## src/rtl/odpad_pkg.sv

```systemverilog
package odpad_pkg;

  localparam int NPINS      = 2;
  localparam int PIN_STRIDE = 8;

  // field offsets inside one pin's byte
  localparam int OFS_DIR  = 0;
  localparam int OFS_DIRM = 1;
  localparam int OFS_VAL  = 2;
  localparam int OFS_VALM = 3;
  localparam int OFS_IN   = 4;
  localparam int OFS_PUD  = 5;

  // strobes from write decode to datapath
  typedef struct packed {
    logic [NPINS-1:0] dirLd;
    logic [NPINS-1:0] dirD;
    logic [NPINS-1:0] valLd;
    logic [NPINS-1:0] valD;
    logic             pudLd;
    logic [NPINS-1:0] pudD;
  } wrStrobe_t;

  function automatic int fieldBit(input int pin, input int ofs);
    return pin * PIN_STRIDE + ofs;
  endfunction

endpackage

```

## src/rtl/odpad_sync.sv

```systemverilog
module odpad_sync #(
  parameter int  STAGES   = 2,
  parameter logic RST_VAL = 1'b1
) (
  input  logic clk,
  input  logic rstN,
  input  logic din,
  output logic dout
);

  logic [STAGES-1:0] shiftQ;

  always_ff @(posedge clk) begin
    if (!rstN) shiftQ <= {STAGES{RST_VAL}};
    else       shiftQ <= {shiftQ[STAGES-2:0], din};
  end

  assign dout = shiftQ[STAGES-1];

  // first stage captures the pin level of the previous edge
  assert_sync_capture_R7: assert property (@(posedge clk) disable iff (!rstN)
    1'b1 |=> shiftQ[0] == $past(din));

endmodule

```

## src/rtl/odpad_ctrl.sv

```systemverilog
module odpad_ctrl
  import odpad_pkg::*;
#(
  parameter int DATA_W = 32
) (
  input  logic              clk,
  input  logic              rstN,
  input  logic              wrEn,
  input  logic [DATA_W-1:0] wrData,
  output wrStrobe_t         st
);

  always_comb begin
    st = '0;
    st.pudLd = wrEn;
    for (int p = 0; p < NPINS; p++) begin
      st.dirLd[p] = wrEn & wrData[fieldBit(p, OFS_DIRM)];
      st.dirD[p]  = wrData[fieldBit(p, OFS_DIR)];
      st.valLd[p] = wrEn & wrData[fieldBit(p, OFS_VALM)];
      st.valD[p]  = wrData[fieldBit(p, OFS_VAL)];
      st.pudD[p]  = wrData[fieldBit(p, OFS_PUD)];
    end
  end

  // no field load without a write
  assert_no_load_idle_R1: assert property (@(posedge clk) disable iff (!rstN)
    !wrEn |-> ($countones({st.dirLd, st.valLd, st.pudLd}) == 0));

endmodule

```

## src/rtl/odpad_dp.sv

```systemverilog
module odpad_dp
  import odpad_pkg::*;
#(
  parameter int DATA_W      = 32,
  parameter int SYNC_STAGES = 2
) (
  input  logic              clk,
  input  logic              rstN,
  input  wrStrobe_t         st,
  input  logic [NPINS-1:0]  padIn,
  output logic [NPINS-1:0]  padOe,
  output logic [NPINS-1:0]  padOut,
  output logic [NPINS-1:0]  pudOut,
  output logic [DATA_W-1:0] rdData
);

  logic [NPINS-1:0] dirQ;
  logic [NPINS-1:0] valQ;
  logic [NPINS-1:0] pudQ;
  logic [NPINS-1:0] inSync;

  for (genvar p = 0; p < NPINS; p++) begin : g_pin
    always_ff @(posedge clk) begin
      if (!rstN) begin
        dirQ[p] <= 1'b0;
        valQ[p] <= 1'b0;
      end else begin
        if (st.dirLd[p]) dirQ[p] <= st.dirD[p];
        if (st.valLd[p]) valQ[p] <= st.valD[p];
      end
    end

    odpad_sync #(.STAGES(SYNC_STAGES), .RST_VAL(1'b1)) u_sync (
      .clk  (clk),
      .rstN (rstN),
      .din  (padIn[p]),
      .dout (inSync[p])
    );

    assign padOe[p]  = dirQ[p];
    assign padOut[p] = dirQ[p] & valQ[p];

    assert_dir_hold_R1: assert property (@(posedge clk) disable iff (!rstN)
      !st.dirLd[p] |=> $stable(dirQ[p]));
    assert_dir_load_R1: assert property (@(posedge clk) disable iff (!rstN)
      st.dirLd[p] |=> dirQ[p] == $past(st.dirD[p]));
    assert_val_hold_R2: assert property (@(posedge clk) disable iff (!rstN)
      !st.valLd[p] |=> $stable(valQ[p]));
    assert_drive_gated_R4: assert property (@(posedge clk) disable iff (!rstN)
      padOut[p] |-> padOe[p]);
  end

  always_ff @(posedge clk) begin
    if (!rstN)          pudQ <= '0;
    else if (st.pudLd)  pudQ <= st.pudD;
  end

  assign pudOut = pudQ;

  always_comb begin
    rdData = '0;
    for (int p = 0; p < NPINS; p++) begin
      rdData[fieldBit(p, OFS_DIR)] = dirQ[p];
      rdData[fieldBit(p, OFS_VAL)] = valQ[p];
      rdData[fieldBit(p, OFS_IN)]  = inSync[p];
      rdData[fieldBit(p, OFS_PUD)] = pudQ[p];
    end
  end

  assert_pud_load_R8: assert property (@(posedge clk) disable iff (!rstN)
    st.pudLd |=> pudQ == $past(st.pudD));

endmodule

```

## src/rtl/odpad_reg.sv

```systemverilog
module odpad_reg
  import odpad_pkg::*;
#(
  parameter int DATA_W      = 32,
  parameter int SYNC_STAGES = 2
) (
  input  logic              clk,
  input  logic              rstN,
  input  logic              wrEn,
  input  logic [DATA_W-1:0] wrData,
  output logic [DATA_W-1:0] rdData,
  input  logic              sclPadIn,
  input  logic              sdaPadIn,
  output logic              sclOe,
  output logic              sclOut,
  output logic              sdaOe,
  output logic              sdaOut,
  output logic              sclPullupDis,
  output logic              sdaPullupDis
);

  wrStrobe_t        st;
  logic [NPINS-1:0] padOe;
  logic [NPINS-1:0] padOut;
  logic [NPINS-1:0] pudOut;

  odpad_ctrl #(.DATA_W(DATA_W)) u_ctrl (
    .clk    (clk),
    .rstN   (rstN),
    .wrEn   (wrEn),
    .wrData (wrData),
    .st     (st)
  );

  odpad_dp #(.DATA_W(DATA_W), .SYNC_STAGES(SYNC_STAGES)) u_dp (
    .clk    (clk),
    .rstN   (rstN),
    .st     (st),
    .padIn  ({sdaPadIn, sclPadIn}),
    .padOe  (padOe),
    .padOut (padOut),
    .pudOut (pudOut),
    .rdData (rdData)
  );

  assign sclOe        = padOe[0];
  assign sclOut       = padOut[0];
  assign sdaOe        = padOe[1];
  assign sdaOut       = padOut[1];
  assign sclPullupDis = pudOut[0];
  assign sdaPullupDis = pudOut[1];

  // a driven-low request shows at the pins on the next edge
  assert_drive_low_R6: assert property (@(posedge clk) disable iff (!rstN)
    (wrEn && wrData[0] && wrData[1] && !wrData[2] && wrData[3]) |=> (sclOe && !sclOut));

endmodule

```

## config.mk

```make
export PLATFORM = sky130hd
export DESIGN_NAME = odpad_reg
export DESIGN_NICKNAME = d
export VERILOG_FILES = /design/src/rtl/odpad_pkg.sv /design/src/rtl/odpad_sync.sv /design/src/rtl/odpad_ctrl.sv /design/src/rtl/odpad_dp.sv /design/src/rtl/odpad_reg.sv
export SDC_FILE = /design/constraint.sdc
export NUM_CORES = 1
export LEC_CHECK = 0
export ABC_AREA = 1
export BUFFER_PORTS_ARGS = -buffer_cell sky130_fd_sc_hd__buf_2
export CORE_AREA = 2 2 46 48
export CTS_BUF_LIST = sky130_fd_sc_hd__clkbuf_4 sky130_fd_sc_hd__clkbuf_8
export DETAILED_ROUTE_END_ITERATION = 6
export DIE_AREA = 0 0 48 50
export MAX_ROUTING_LAYER = met4
export PLACE_DENSITY_LB_ADDON = 0.12
export REMOVE_ABC_BUFFERS = 1
export SYNTH_ARGS = -nofsm -noshare
export SYNTH_HDL_FRONTEND = slang
export SYNTH_SLANG_ARGS = --single-unit
```

## constraint.sdc

```tcl
create_clock -name clk -period 0.8 [get_ports clk]
set_input_delay 0.16 -clock clk [delete_from_list [all_inputs] [get_ports clk]]
set_output_delay 0.16 -clock clk [all_outputs]
set_load 0.01 [all_outputs]
```

==> results.sh <==
export IMPL_crit_fanout=3
export IMPL_cpPeakStageDelay_ps=340
export IMPL_path_clk_slew_ps=60
export IMPL_worst_slack_ps=-158
export IMPL_p_per_area_nw_per_um2=1580
export IMPL_p_switching_w=0.000306
export IMPL_gp_congestion=0.608
export IMPL_crit_chain="nand2_1 > inv_1 > buf_2"
export IMPL_design_area_sq_um=699
export IMPL_final_core_util_pct=36.8
export IMPL_pwr_share_seq_pct=50.0
export IMPL_grt_overflow_total=0
export IMPL_fp_dieW_microns=48
export IMPL_ir_drop_mv=0.539
export IMPL_finalHoldViolations=0
export IMPL_grt_max_degree=11
export IMPL_synthTopCellsByArea="buf_4 37%, dfxtp_1 33%, nand2_1 11%"
export IMPL_placementRows=16
export IMPL_drive_above_1_share_pct=34.9
export IMPL_drt_iter0_drc=4
export IMPL_cts_root_buf="clkbuf_4"
export IMPL_post_synth_cell_area_avg_sq_um=7.14
export IMPL_swShare_pct=27.7
export IMPL_cts_buffers=3
export IMPL_finClkSkew_ps=0.124
export IMPL_cts_tree="yes"
export IMPL_drt_pass1_iterations=4
export IMPL_hold_class="in2reg"
export IMPL_async_flop_share_pct=0
export IMPL_drt_total_wl_mm=1.01
export IMPL_wl_per_cell_microns=7.41
export IMPL_die_h_microns=50
export IMPL_layout_cells_non_filler=136
export IMPL_synthCells=85
export IMPL_yosysWarningCount=0
export IMPL_clockPowerShare_pct=29.2
export IMPL_ioPinCount=75
export IMPL_grt_pass1_wl_mm=1.37
export IMPL_crit_slowest_cell="dfxtp_2"
export IMPL_synth_compound_gate_area_share_pct=1.65
export IMPL_ctsHoldBuffers=0
export IMPL_vias_per_cell=3.51
export IMPL_core_sq_um=1900
export IMPL_drc_errors=0
export IMPL_synth_most_common_cell="buf_4"
export IMPL_antenna_cells=0
export IMPL_die_area_sq_um=2400
export IMPL_insertion_delay_ps=250
export IMPL_dp_cells=132
export IMPL_worstSetupPathType="reg2out"
export IMPL_start_util_pct=31.9
export IMPL_rsz0062_at_grt="yes"
export IMPL_grt_pass1_vias=378
export IMPL_combPwrFrac_pct=20.7
export IMPL_dr_total_vias=478
export IMPL_slew_viol_final=0
export IMPL_synth_distinct_cells=8
export IMPL_max_freq_mhz=1040
export IMPL_synth_area_sq_um=607
export IMPL_finalCritPeriodShare_pct=120
export IMPL_synth_xor_area_share_pct=0
export IMPL_status="finished, violations left"
export IMPL_final_setup_viol_count=14
export IMPL_fill_cells=201
export IMPL_finalNetCount=148
export IMPL_p_leak_nw=0.444
export IMPL_placed_cell_area_sq_um=628
export IMPL_ys_ff_latch=10
export IMPL_p_int_w=0.000798
export IMPL_violations="negative setup slack"
export IMPL_synthAdderAreaFrac_pct=0
export IMPL_seq_area_frac_synth_pct=33.0
export IMPL_yosys_top_cells_count="30 x buf_4, 18 x nand2_1, 12 x nor2_1"
export IMPL_ant_nets=0
export IMPL_synthFlopType="dfxtp_1"
export IMPL_yosysTopAreaCellShare_pct=37.1
export IMPL_maxCapViolCount=0
export IMPL_htree_num_levels=1
export IMPL_dp_hpwl_microns=773
export IMPL_synth_edf_count=0
export IMPL_io_buffers=28
export IMPL_critPathArrivalTime_ps=800
export IMPL_fin_setup_tns_ps=-1150
export IMPL_yosysTopAreaCell="buf_4"
export IMPL_antenna_found_initial=0
export IMPL_synth_top_family_by_area="buffers and inverters"
export IMPL_cts_sinks=10
export IMPL_clockBufferDepth=2
export IMPL_areaGrowthSynthToFinish_pct=15.3
export IMPL_yosys_area_share_simple_pct=18.6
export IMPL_required_ps=640
export IMPL_muxShareOfSynthArea_pct=0
export IMPL_layout_min_cycle_time_ps=958
export IMPL_grt_usage_pct=8.67
export IMPL_total_power_w=0.00110
export IMPL_cp_start_kind="register"
export IMPL_critPathCaptureType="primary output"
==> sequential cells by signal, summed over array words and instances, names as in the netlist <==
register,cells
u_dp.g_pin.u_sync.shiftQ,4
u_dp.padOe,2
u_dp.pudOut,2
u_dp.rdData,2
==> cell families (layout without fill, tap and decap cells) <==
kind of cell	Yosys count	in the layout
AO/OA/AOI/OAI	2	2
other	1	24
buffers and inverters	42	43
flip-flops	10	10
AND/OR/NAND/NOR	30	30
==> layout by cell type, fill, tap and decap left out <==
cell type  count
conb_1        24
buf_2         23
nand2_1       18
nor2_1        12
inv_1         11
buf_6          5
dfxtp_2        5
dfxtp_1        4
clkbuf_4       3
o21ai_0        2
buf_4          1
dfxtp_4        1
==> per-layer routing <==
layer / vias to the layer above / track usage [%] / wire length, microns
met5: - / - / 0
met4: 0 / 8.11 / 14
met3: 2 / 2.56 / 123
met2: 33 / 14.9 / 508
met1: 205 / 6.44 / 362
li1: 238 / - / -
==> final timing paths <==
check / startpoint / endpoint / slack, ps / depth (start not counted)
max: u_dp.rdData[10] / sdaOut / -160 / 3
min: sdaPadIn / u_dp.g_pin[1].u_sync.shiftQ[0] / 70 / 3
max reg2reg: u_dp.padOe[0] / u_dp.padOe[0] / 60 / 5
min reg2reg: u_dp.g_pin[1].u_sync.shiftQ[0] / u_dp.g_pin[1].u_sync.shiftQ[1] / 400 / 2
==> power groups by stage <==
stage          combinational, W  sequential (W)  clock, W
4_1_cts                0.000220        0.000554  0.000350
5_1_grt                0.000258        0.000556  0.000361
6_report               0.000229        0.000552  0.000323
3_3_place_gp           0.000202        0.000556         0
3_5_place_dp           0.000204        0.000557         0
2_1_floorplan         0.0000963        0.000575         0
==> repair_timing <==
item	CTS	global route
gates resized for setup	10	2
setup buffers	0	1
endpoints found under the setup margin	14	14
pin swaps	1	1
==> stage by stage <==
step	hold slack [ps]	setup slack [ps]
CTS	58.7	-178
global route	80.6	-212
finish	73.8	-158
floorplan	229	43.2
detailed placement	335	72.5
global placement	329	76.6
==> worst max-delay path, delay by kind of cell, from the launching register on <==
kind                   cells  cell delay, ps
buffers and inverters      2             150
DFF                        1             340
and+or+nand+nor            1              50
==> cell type report <==
type,count,area (sq um),area share (%)
multi-input cells,56,213,30.4
flip-flops and latches,10,210,30.1
repair buffers,29,179,25.6
inverters,11,41.3,5.90
well taps,27,33.8,4.83
clock buffers,3,22.5,3.22
Power figures use the tool's default switching activity.
